<file path="src/rtl/cls_pkg.sv">
package cls_pkg;
    localparam int PTR_W    = 6;
    localparam int PUSH_BIT = 7;
    localparam int POP_BIT  = 6;
    localparam int REG_W    = PTR_W + 2;

    typedef logic [PTR_W-1:0] slot_t;

    typedef struct packed {
        logic  push_en;
        slot_t ptr;
        logic  lock_req;
        slot_t lock_slot;
    } ctl_state_t;
endpackage

</file>
<file path="src/rtl/cls_ptr_ctrl.sv">
module cls_ptr_ctrl
    import cls_pkg::*;
#(
    parameter int PTR_TOP = 62
) (
    input  logic             clk,
    input  logic             rst_n,
    input  logic             reg_wr,
    input  logic [REG_W-1:0] reg_wdata,
    input  logic             table_rd,
    output logic             push_en,
    output slot_t            ptr,
    output logic             lock_req,
    output slot_t            lock_slot
);
    localparam slot_t TOP = slot_t'(PTR_TOP);

    ctl_state_t st_d, st_q;
    logic pop_req, pop_ok, push_ok;

    always_comb begin
        pop_req = reg_wr && reg_wdata[POP_BIT];
        pop_ok  = pop_req && (st_q.ptr != TOP);
        push_ok = table_rd && st_q.push_en && (st_q.ptr != '0) && !pop_req;

        st_d          = st_q;
        st_d.lock_req = push_ok;
        if (reg_wr) begin
            st_d.push_en = reg_wdata[PUSH_BIT];
        end
        if (pop_ok) begin
            st_d.ptr = st_q.ptr + slot_t'(1);
        end else if (push_ok) begin
            st_d.ptr       = st_q.ptr - slot_t'(1);
            st_d.lock_slot = st_q.ptr;
        end
    end

    always_ff @(posedge clk) begin
        if (!rst_n) begin
            st_q.push_en   <= 1'b0;
            st_q.ptr       <= TOP;
            st_q.lock_req  <= 1'b0;
            st_q.lock_slot <= '0;
        end else begin
            st_q <= st_d;
        end
    end

    assign push_en   = st_q.push_en;
    assign ptr       = st_q.ptr;
    assign lock_req  = st_q.lock_req;
    assign lock_slot = st_q.lock_slot;

    AST_PUSH_STEP: assert property (@(posedge clk) disable iff (!rst_n)
        (table_rd && push_en && ptr != '0 && !(reg_wr && reg_wdata[POP_BIT]))
        |=> (lock_req && lock_slot == $past(ptr) && ptr == $past(ptr) - slot_t'(1)));
    AST_POP_STEP: assert property (@(posedge clk) disable iff (!rst_n)
        (reg_wr && reg_wdata[POP_BIT] && ptr != TOP)
        |=> (ptr == $past(ptr) + slot_t'(1) && !lock_req));
    AST_PTR_CEIL: assert property (@(posedge clk) disable iff (!rst_n)
        ptr <= TOP);
    AST_ZERO_FLOOR: assert property (@(posedge clk) disable iff (!rst_n)
        (ptr == '0 && !(reg_wr && reg_wdata[POP_BIT])) |=> (ptr == '0 && !lock_req));
    AST_NO_PUSH_OFF: assert property (@(posedge clk) disable iff (!rst_n)
        (!push_en && !(reg_wr && reg_wdata[POP_BIT])) |=> ($stable(ptr) && !lock_req));
endmodule

</file>
<file path="src/rtl/cls_lock_map.sv">
module cls_lock_map
    import cls_pkg::*;
#(
    parameter int PTR_TOP = 62,
    localparam int NSLOTS = PTR_TOP + 1
) (
    input  logic              clk,
    input  logic              rst_n,
    input  slot_t             ptr,
    input  slot_t             query_idx,
    output logic [NSLOTS-1:0] mask,
    output logic              query_locked
);
    logic [NSLOTS-1:0] sel;

    for (genvar i = 0; i < NSLOTS; i++) begin : g_slot
        assign mask[i] = (ptr != '0) && (slot_t'(i) > ptr);
        assign sel[i]  = (query_idx == slot_t'(i));
    end

    assign query_locked = |(mask & sel);

    AST_MASK_COUNT: assert property (@(posedge clk) disable iff (!rst_n)
        (ptr != '0) |-> ($countones(mask) == PTR_TOP - int'(ptr)));
    AST_ZERO_FREE: assert property (@(posedge clk) disable iff (!rst_n)
        (ptr == '0) |-> (mask == '0));
    AST_QUERY_RANGE: assert property (@(posedge clk) disable iff (!rst_n)
        (query_idx > slot_t'(PTR_TOP)) |-> !query_locked);
endmodule

</file>
<file path="src/rtl/cache_lock_stack.sv">
module cache_lock_stack
    import cls_pkg::*;
#(
    parameter int PTR_TOP = 62,
    localparam int NSLOTS = PTR_TOP + 1
) (
    input  logic              clk,
    input  logic              rst_n,
    input  logic              reg_wr,
    input  logic [REG_W-1:0]  reg_wdata,
    input  logic              table_rd,
    input  logic [PTR_W-1:0]  query_idx,
    output logic [REG_W-1:0]  reg_rdata,
    output logic [PTR_W-1:0]  slot_ptr,
    output logic              lock_req,
    output logic [PTR_W-1:0]  lock_slot,
    output logic [NSLOTS-1:0] locked_mask,
    output logic              query_locked
);
    logic  push_en;
    slot_t ptr;

    cls_ptr_ctrl #(.PTR_TOP(PTR_TOP)) ctrl_i (
        .clk       (clk),
        .rst_n     (rst_n),
        .reg_wr    (reg_wr),
        .reg_wdata (reg_wdata),
        .table_rd  (table_rd),
        .push_en   (push_en),
        .ptr       (ptr),
        .lock_req  (lock_req),
        .lock_slot (lock_slot)
    );

    cls_lock_map #(.PTR_TOP(PTR_TOP)) map_i (
        .clk          (clk),
        .rst_n        (rst_n),
        .ptr          (ptr),
        .query_idx    (query_idx),
        .mask         (locked_mask),
        .query_locked (query_locked)
    );

    assign slot_ptr  = ptr;
    assign reg_rdata = {push_en, 1'b0, ptr};

    AST_POP_READS_ZERO: assert property (@(posedge clk) disable iff (!rst_n)
        !reg_rdata[POP_BIT]);
endmodule

</file>
<file path="config.mk">
export PLATFORM = sky130hd
export DESIGN_NAME = cache_lock_stack
export DESIGN_NICKNAME = d
export VERILOG_FILES = /design/src/rtl/cls_pkg.sv /design/src/rtl/cls_ptr_ctrl.sv /design/src/rtl/cls_lock_map.sv /design/src/rtl/cache_lock_stack.sv
export SDC_FILE = /design/constraint.sdc
export NUM_CORES = 1
export LEC_CHECK = 0
export ABC_CLOCK_PERIOD_IN_PS = 3800
export BUFFER_PORTS_ARGS = -buffer_cell sky130_fd_sc_hd__clkbuf_2
export CAP_MARGIN = 0
export CORE_MARGIN = 10
export CORE_UTILIZATION = 45
export DETAILED_ROUTE_END_ITERATION = 10
export PLACE_DENSITY_LB_ADDON = 0.12
export SYNTH_ARGS = -nofsm -noshare
export SYNTH_HDL_FRONTEND = slang
export SYNTH_SLANG_ARGS = --single-unit
</file>
<file path="constraint.sdc">
create_clock -name clk -period 3.8 [get_ports clk]
set_input_delay 0.95 -clock clk [delete_from_list [all_inputs] [get_ports clk]]
set_output_delay 0.95 -clock clk [all_outputs]
set_load 0.02 [all_outputs]
</file>
# Word-level counts from Yosys, hierarchy flattened
# Cells that the tools add are included.
# totals
register_bits,14
input_bits,18
output_inout_bits,85
elab_cells,210
# classes
add_sub_neg,2
magnitude_cmp,63
n_eq_ne,63
mux,2
bitwise,2
n_reduce_logical,74
# op_table
cell,n
$eq A6 B6 Y1 const B,31
$gt A6 B6 Y1 const A,31
$eq A6 B5 Y1 const B,16
$gt A5 B6 Y1 const A,16
$logic_and A1 B1 Y1,68
$and A63 B63 Y63,1
$reduce_or A63 Y1,1
$eq A6 B4 Y1 const B,8
$gt A4 B6 Y1 const A,8
$eq A6 B3 Y1 const B,4
$gt A3 B6 Y1 const A,4
$eq A6 B2 Y1 const B,2
$gt A1 B6 Y1 const A,2
$gt A2 B6 Y1 const A,2
$mux W6,2
$add A6 B1 Y6 const B,1
$eq A6 B1 Y1 const B,1
$logic_not A6 Y1,1
$ne A6 B6 Y1 const B,1
$reduce_bool A6 Y1,1
$sub A6 B1 Y6 const B,1
$reduce_and A2 Y1,1
$reduce_bool A2 Y1,1
$logic_not A1 Y1,1
$not A1 Y1,1

# Logic depth before layout (Yosys ltp)
# logic_depth
ltp_word,5
mapped_depth,13
depth_no_buf,10

# Hierarchy
# A second synthesis with hierarchy kept.
# hier_totals
cells_unflattened,392
hier_area_um2,2602.5
# by_module_without_submodules
mod,n_inst,cells_per_inst,area_each_um2
cls_lock_map,1,295,1765.4
cls_ptr_ctrl,1,88,773.2
cache_lock_stack,1,9,63.8

# Worst setup path after synthesis
# Ideal clock, no wire load.
# synth_path
kind,flip-flop to output port
startpoint,"register, netlist name ctrl_i.ptr[1]"
endpoint,output port query_locked
arrival_time_ps,3015
path_slack_ps,-165
stages_incl_launch_ff,11
path_cell_list,dfxtp_1 -> clkbuf_1 -> inv_1 -> ha_1 -> buf_4 -> a2111oi_0 -> o2bb2ai_1 -> a2bb2oi_1 -> nor2_1 -> o21ai_0 -> o2111ai_1
# synth_between
elab_chain_len,4
elab_cells_between_ends,129
cone_classes,order compare: 63; bitwise: 1; reduce/logical: 65
# synth_rtl
element,line,source
$gt A3 B6 Y1 or $reduce_bool A6 Y1 (tied branches),cls_lock_map.sv:17,assign mask[i] = (ptr != '0) && (slot_t'(i) > ptr);
$logic_and A1 B1 Y1 (*),cls_lock_map.sv:17,
via locked_mask[4],cache_lock_stack.sv:17,"output logic [NSLOTS-1:0] locked_mask,"
$and A63 B63 Y63 (*),cls_lock_map.sv:21,assign query_locked = |(mask & sel);
$reduce_or A63 Y1 (*),cls_lock_map.sv:21,
to (decl),cache_lock_stack.sv:18,output logic query_locked
# The timed path passes the listed nets; every way through them passes the cells marked *.

# Final worst setup path
# layout_path
startpoint,"register, netlist name ctrl_i.ptr[0]"
endpoint,output port query_locked
# layout_between
elab_chain_len,4
elab_cells_between_ends,129
cone_classes,order compare: 63; bitwise: 1; reduce/logical: 65
# layout_rtl
element,line
$gt A1 B6 Y1 (tied with other cells),cls_lock_map.sv:17
$logic_and A1 B1 Y1,cls_lock_map.sv:17
$and A63 B63 Y63 (*),cls_lock_map.sv:21
$reduce_or A63 Y1 (*),cls_lock_map.sv:21
# Every way passes the cells marked *; elsewhere a longest branch is shown, timed or not.

==> flow_summary.ini <==
[logic_synthesis]
netlist_area_um2 = 2310
yosysTopAreaCell = dfxtp_1
yosysUniqueCellTypes = 60
yosysTopAreaCellShare_pct = 12.1
ys.flop_type = dfxtp_1
async_flop_share_pct = 0
avgSynthCellArea_um2 = 6.36
syn-instance-count = 364
yosys_warnings = 0
synth_edf_count = 0
ys_top_cells_by_area = dfxtp_1 (12%), a21oi_1 (7.1%), nor2_1 (6.7%)
synth-seq-cells = 14
ys_seq_area_share_pct = 12.1

[flow_run]
maxCapViolations = 0

[drt]
viasPerCell = 6.50
drt_pass1_iterations = 5
wire_per_inst_um = 22.8
ant_nets = 0
num_vias = 3667
drtIter0Drc = 579
drc = 0
wirelength_um = 12900

[cts]
clock_latency_ns = 0.24
h-tree-depth = 1
cts_buffers = 3
hold_buffers = 0
cts_tree = built
path_clk_slew_ns = 0.06
clock_sinks = 14
cts_max_path_buffers = 2
cts_root_buf = clkbuf_8

[placement]
gp_congestion = 1.03
hpwl_um = 9730
port_buffers = 93
postPlaceCellArea_um2 = 3190
place_ws_ns = -0.122
dpl.cell_count = 553

[hold_path]
hold_path_class = flop to flop

[worst_setup_path]
cp.arrival_ns = 2.90
worstSetupPathType = flop to output pin
cp.buffers_inverters = 4
path_delay_family = compound AO/OA/AOI/OAI gates
cp-end-kind = output pin
worst_path_largest_cell_delay_ns = 0.41
required_ns = 2.85
cpMaxStageDelayCell = a2111oi_4
critical_path.cell_chain = inv_2 > buf_4 > ha_1 > nor2b_1 > nor3_1 > buf_4 > a21oi_1 > a221oi_2 > a31oi_2 > a2111oi_4 > o2111ai_2 > clkbuf_8
crit_top_cell = buf_4
startpoint_type = flop
crit_path_max_fanout = 5

[finish]
antenna_cells = 0
nets = 517
drive_gt1_share_pct = 41.5
area_growth_pct = 50.2
final_area_um2 = 3470
final_cell_mix = clkbuf_2 (89), buf_4 (73), nor2_1 (41), nand2_1 (36), a21oi_1 (31)
layout_commonest_cell = clkbuf_2
final_cells = 564

[floorplanning]
start_util_pct = 45.9
die_area_um2 = 8410
coreArea_um2 = 5040
dieWidth_um = 91.7
io-pin-count = 103
die_h_um = 91.7
rows = 26

[global_route]
antenna_found_initial = 0
grt_overflow = 0
grt_max_degree = 26
grtUsageTotal_pct = 28.8
grt_pass1_wl_um = 19900
grt_pass1_vias = 3628

[sta]
hold_violations = 0
setup_viol = 1
hold_ws_ns = 0.463
slew_headroom_pct = 58.8
skew_ns = 0.00304
drv_slew = 0
period_needed_ns = 3.85
grt_setup_unrepaired = true
worst_pin_slew_ns = 0.617
fmaxAchievable_mhz = 260
setup_tns_ns = -0.0513
period_share_pct = 101
setup_ws_ns = -0.0513

[status]
violations = negative setup slack
status = complete, but fails checks

[power_and_ir_drop]
ir_worst_vdd_mv = 0.269
power_leakage_nw = 1.65
power.density_nw_per_um2 = 157
## worst register-to-register path, cell delays in order, from the launching register on
cell and delay, ns:
dfxtp_1 0.32, inv_2 0.08, ha_4 0.16, buf_4 0.13, nor4b_4 0.23, buf_4 0.17
nand2_1 0.20, nand2_1 0.30, nor2_1 0.11, a32oi_1 0.21, xor2_1 0.20, nand2_1 0.07
## flip-flops by register name, summed over array words and instances (netlist names)
name / count
ctrl_i.lock_slot: 6
ctrl_i.ptr: 6
ctrl_i.lock_req: 1
ctrl_i.push_en: 1
## cells in the mapped netlist, types with 3 or more instances
master      n
a2111oi_0   4
a21boi_0    6
a21oi_1    33
a22oi_1     6
a311o_1     3
a311oi_1    4
a31oi_1     7
a32oi_1     5
and2_1      6
and3_1      8
buf_2      15
buf_4      12
clkbuf_1   17
dfxtp_1    14
ha_1        4
inv_1      14
mux2i_1     3
nand2_1    38
nand2b_1    6
nand3_1    10
nand4_1     4
nor2_1     41
nor2b_1    11
nor3_1     12
o2111ai_1   4
o21a_1      4
o21ai_0    15
o21ai_1     6
o22ai_1     6
or2_2       3
or3_1       5
or4_1       3
## stage by stage
step	utilization, %	total power [mW]
4_1_cts	68.3	0.532
2_1_floorplan	-	0.284
3_3_place_gp	63.3	0.372
5_1_grt	68.9	0.562
3_5_place_dp	63.3	0.374
6_report	68.9	0.544
## timing repair
item,4_1_cts,5_1_grt
resized for setup,30,7
endpoints found under the hold margin,0,0
buffers inserted,8,0
setup endpoints to repair,1,1
pin swaps,7,3
## per-layer routing
metal | track usage, % | up-vias | part of all wire [%]
met5 | 0 | - | 0
met3 | 6.36 | 61 | 12
met1 | 35.8 | 1682 | 38
met2 | 47.0 | 345 | 45
li1 | - | 1579 | -
met4 | 12.0 | 0 | 4.5
## path summary, 6_finish.rpt
| check | cells after the start | slack [ns] | end | start |
|---|---|---|---|---|
| max | 12 | -0.05 | query_locked | ctrl_i.ptr[0] |
| min | 2 | 0.46 | ctrl_i.lock_slot[0] | ctrl_i.lock_slot[0] |
| max reg2reg | 11 | 1.51 | ctrl_i.ptr[4] | ctrl_i.ptr[0] |
| min reg2reg | 2 | 0.46 | ctrl_i.lock_slot[0] | ctrl_i.lock_slot[0] |
## power by group
group | total (mW) | switching (mW) | leakage [nW] | internal [mW]
combinational | 0.245 | 0.149 | 1.51 | 0.0960
clock | 0.143 | 0.0512 | 0.0288 | 0.0917
sequential | 0.156 | 0.00386 | 0.113 | 0.152
## cells by family after synthesis
group,synth area share [%]
AOI/OAI and AO/OA,35.0
xor gates and xnor gates,1.51
adders and majority gates,2.16
buffers and inverters,12.2
DFF,12.1
muxes,1.30
other,0.162
and+or+nand+nor,35.6
## cell type report
type,count,area (um^2)
well taps,70,87.6
fillers,452,1570
clock buffers,4,55.1
inverters,14,52.6
flip-flops and latches,14,283
repair buffers,168,1070
multi-input cells,294,1920
(Power assumes the default switching activity.)
